### src/rtl/speed_lock_pfd.sv
module speed_lock_pfd #(
  parameter int DIV_LO    = 3072,
  parameter int DIV_MID   = 1024,
  parameter int DIV_HI    = 4096,
  parameter int WIN_W     = 8,
  parameter int LOCK_RUNS = 8
) (
  input  logic             clk,
  input  logic             rst_n,
  input  logic [1:0]       ratio_sel,
  input  logic             ref_in,
  input  logic             fg_in,
  input  logic             fg_both,
  input  logic [WIN_W-1:0] lock_win,
  output logic             div_clk,
  output logic             pd_up,
  output logic             pd_dn,
  output logic             lock,
  output logic             lock_n
);
  localparam int DIV_MAX = (DIV_HI > DIV_LO) ? ((DIV_HI > DIV_MID) ? DIV_HI : DIV_MID)
                                             : ((DIV_LO > DIV_MID) ? DIV_LO : DIV_MID);
  localparam int CNT_W = $clog2(DIV_MAX);
  localparam int RUN_W = $clog2(LOCK_RUNS + 1);

  logic [1:0]       sel_q;
  logic [CNT_W-1:0] cnt;
  logic [CNT_W:0]   ratio;
  logic [2:0]       ref_sh, fg_sh;
  logic             ref_fall, fg_ev, both;
  logic [WIN_W-1:0] err_cnt;
  logic [RUN_W-1:0] run_cnt;

  always_comb begin
    case (sel_q)
      2'b00:   ratio = (CNT_W+1)'(DIV_LO);
      2'b01:   ratio = (CNT_W+1)'(DIV_MID);
      default: ratio = (CNT_W+1)'(DIV_HI);
    endcase
  end

  assign div_clk = {1'b0, cnt} >= (ratio >> 1);

  always_ff @(posedge clk or negedge rst_n) begin
    if (!rst_n) begin
      sel_q <= 2'b10;
      cnt   <= '0;
    end else begin
      sel_q <= ratio_sel;
      if (ratio_sel != sel_q || {1'b0, cnt} == ratio - 1'b1) cnt <= '0;
      else                                                   cnt <= cnt + 1'b1;
    end
  end

  always_ff @(posedge clk or negedge rst_n) begin
    if (!rst_n) begin
      ref_sh <= '0;
      fg_sh  <= '0;
    end else begin
      ref_sh <= {ref_sh[1:0], ref_in};
      fg_sh  <= {fg_sh[1:0], fg_in};
    end
  end

  assign ref_fall = ref_sh[2] & ~ref_sh[1];
  assign fg_ev    = fg_both ? (fg_sh[2] ^ fg_sh[1]) : (fg_sh[2] & ~fg_sh[1]);
  assign both     = pd_up & pd_dn;

  always_ff @(posedge clk or negedge rst_n) begin
    if (!rst_n) begin
      pd_up <= 1'b0;
      pd_dn <= 1'b0;
    end else begin
      pd_up <= (pd_up & ~both) | ref_fall;
      pd_dn <= (pd_dn & ~both) | fg_ev;
    end
  end

  always_ff @(posedge clk or negedge rst_n) begin
    if (!rst_n) begin
      err_cnt <= '0;
      run_cnt <= '0;
      lock    <= 1'b0;
    end else if (both) begin
      err_cnt <= '0;
      if (err_cnt <= lock_win) begin
        if (run_cnt != RUN_W'(LOCK_RUNS)) run_cnt <= run_cnt + 1'b1;
        lock <= run_cnt >= RUN_W'(LOCK_RUNS - 1);
      end else begin
        run_cnt <= '0;
        lock    <= 1'b0;
      end
    end else if ((pd_up ^ pd_dn) && err_cnt != '1) begin
      err_cnt <= err_cnt + 1'b1;
    end
  end

  assign lock_n = ~lock;
endmodule

### config.mk
export PLATFORM = sky130hd
export DESIGN_NAME = speed_lock_pfd
export DESIGN_NICKNAME = d
export VERILOG_FILES = /design/src/rtl/speed_lock_pfd.sv
export SDC_FILE = /design/constraint.sdc
export NUM_CORES = 1
export LEC_CHECK = 0
export ABC_AREA = 0
export BUFFER_PORTS_ARGS = -buffer_cell sky130_fd_sc_hd__buf_2
export CAP_MARGIN = 20
export CORE_MARGIN = 8
export CORE_UTILIZATION = 55
export CTS_CLUSTER_DIAMETER = 120
export CTS_CLUSTER_SIZE = 12
export DETAILED_ROUTE_END_ITERATION = 7
export GPL_TIMING_DRIVEN = 0
export PLACE_DENSITY = 0.71
export SLEW_MARGIN = 40
export SYNTH_ARGS = -nofsm -noshare
export SYNTH_HDL_FRONTEND = slang
export SYNTH_SLANG_ARGS = --single-unit
### constraint.sdc
create_clock -name clk -period 3.48 [get_ports clk]
set_input_delay 0.174 -clock clk [delete_from_list [all_inputs] [get_ports clk]]
set_output_delay 0.174 -clock clk [all_outputs]
set_load 0.005 [all_outputs]
==> results.cfg <==
[cts]
postCtsSetupBuffers = 0
clock_sinks = 35
cts.clk_slew.worst_paths_ps = 120
cts_tree = yes
clockBufferDepth = 2
cts_root_buf = clkbuf_4
cts_inserted_buffers = 5
cts_hold_buf = 5
clk_latency_ps = 340
cts_resized = 0
htreeDepth = 2

[pwr]
switchingPower_mw = 0.3424
irDropWorstVdd_mv = 0.2742
p_sw_share_pct = 32.02
seq_power_share_pct = 48.2
power.share.combinational_pct = 24.5
cellPowerDensity_mw_per_mm2 = 470.5
power.leakage_nw = 1.103
internal_power_mw = 0.7268
power_frac_clock_pct = 27.3

[sta]
rsz0062_at_grt = no
min_period_over_period_pct = 53.23
max_freq_mhz = 539.8
fin_skew_ps = 14.77
tns_ps = 0
max_slew_margin_pct = 71.59
hold_viol = 0
worstMarginPinSlew_ps = 426.1
period_needed_ps = 1852
drv_slew = 0
setup_viol = 0

[synth]
synth_edf_count = 0
netlist_area_mm2 = 0.001983
yosys.area.top_type_share_pct = 42.90
synth-seq-area-share_pct = 44.23
syn_nets = 236
ys_seq_elements = 35
yosys.cell_types.count = 41
synthArstFlopShare_pct = 100.0
synthTopCellsByArea = dfrtp_1, ha_1, xnor2_1
synthCells = 201
syn_area_per_cell_um2 = 9.866
ys_top_cells_by_count = dfrtp_1, nor2_1, inv_1, ha_1, nand2_1
yosysMostFrequentCell = dfrtp_1
ys.flop_type = dfrtp_1
yosysTopAreaCell = dfrtp_1
yosys_warnings = 0

[global_routing]
grt_usage_pct = 13.23
grt_overflow_total = 0
grt_max_degree = 36
antenna_found_initial = 0
grt_pass1_vias = 1512
grt_pass1_wl_um = 6361

[floorplan]
die_area_mm2 = 0.005783
start_util_pct = 55.85
rows = 22
ios = 20
chipWidth_um = 76.05
core_mm2 = 0.003551
fp.dieH_um = 76.05

[worst_setup_path]
cp.required_ps = 3310
critPathKind = reg2out
critPathMaxFanout = 5
endpoint_kind = output pin
crit_arrival_ps = 1680
start_kind = flip-flop

[layout]
fin_nets = 267
postLayoutCoreUtil_pct = 63.99
antennaDiodeCount = 0
area_growth_pct = 14.57
drive_above_1_share_pct = 16.74
stdcell_count = 281

[placement]
place_inst = 268
hpwl_um = 2746
place_congestion = 0.7950
portBuffers = 19

[job]
cap_violations = 0

[detailed_routing]
ant_nets = 0
drt-pass1-iter-count = 4
wirelength_um = 3634
via_per_inst = 5.352
drtIter0Drc = 62
route.detailed.drc = 0
avgRoutedWirePerCell_um = 12.93
vias = 1504

[hold_path]
hp-class = in2reg

[run_status]
outcome = completed
through the flow:
stage	hold WS, ps	cell area, um2	power [mW]	setup WS, ps
after floorplan	-121.6	1983	0.6969	1817
after global placement	278.4	2138	0.7567	1715
after detailed placement	283.9	2138	0.7833	1657
after CTS	60.55	2270	1.082	1581
after global routing	61.55	2272	1.140	1455
final	69.00	2272	1.069	1628
per-layer routing:
metal | wire length (um) | track usage (%)
met4 | 63 | 4.706
met2 | 1860 | 23.65
met1 | 1527 | 13.85
met3 | 182 | 4.717
met5 | 0 | 0
cells by family (layout without fill, tap and decap cells):
family,count (synthesis),after routing,share of synthesized area (%)
and+or+nand+nor,73,73,18.11
DFF,35,35,44.23
buffers and inverters,27,59,5.300
AOI/OAI and AO/OA,26,26,10.79
adders and majority gates,20,20,12.62
xor gates and xnor gates,18,18,7.949
muxes,2,2,1.010
final cells by class:
cell class	instances	area, um2
Fill cell	284	1279
Inverter	25	93.84
Multi-Input combinational cell	139	1001
Tap cell	48	60.06
Buffer	2	11.26
Timing Repair Buffer	24	147.6
Clock buffer	5	37.54
Clock inverter	3	43.79
Sequential cell	35	877.1
path summary, 6_finish.rpt:
kind	slack (ps)	cells after the start	endpoint	startpoint
setup / recovery	1630	8	div_clk	cnt[0]
hold / removal	70	3	pd_dn	fg_both
setup reg to reg	1640	7	err_cnt[7]	pd_up
min in group asynchronous	300	2	cnt[9]	rst_n
hold reg to reg	360	0	ref_sh[1]	ref_sh[0]
max in group asynchronous	2830	2	sel_q[1]	rst_n
critical path, stage by stage (launching register included):
cell and delay (ps):
dfrtp_1 430, inv_1 70, ha_1 140, nor4b_1 250, nand4_1 130, nand2_1 80, nand3_1 70, nand2_1 60
buf_2 110
placed cells by master, fill, tap and decap left out, types with 4 or more instances in the layout:
cell           synthesis  final
xor2_1                 6      6
nand4_1                7      7
a21o_1                 4      4
xnor2_1               12     12
nand3_1                7      7
a21oi_1                6      6
dlygate4sd3_1          0      5
clkbuf_4               0      5
nor2_1                26     26
dfrtp_1               34     34
ha_1                  20     20
and3_1                 5      5
nand2_1               15     15
inv_1                 25     25
buf_2                  0     18
sequential cells by signal, summed over array words and instances, names as in the netlist:
| signal | flops |
|---|---|
| cnt | 12 |
| err_cnt | 8 |
| run_cnt | 4 |
| fg_sh | 3 |
| ref_sh | 3 |
| sel_q | 2 |
| lock | 1 |
| pd_dn | 1 |
| pd_up | 1 |
power groups by stage:
stage               Combinational [mW]  Clock, mW  Sequential (mW)
floorplan                        0.188          0            0.509
global placement                 0.240          0            0.517
detailed placement               0.261          0            0.523
CTS                              0.267      0.301            0.514
global route                     0.302      0.317            0.521
finish                           0.262      0.292            0.515
(Power assumes the default switching activity.)
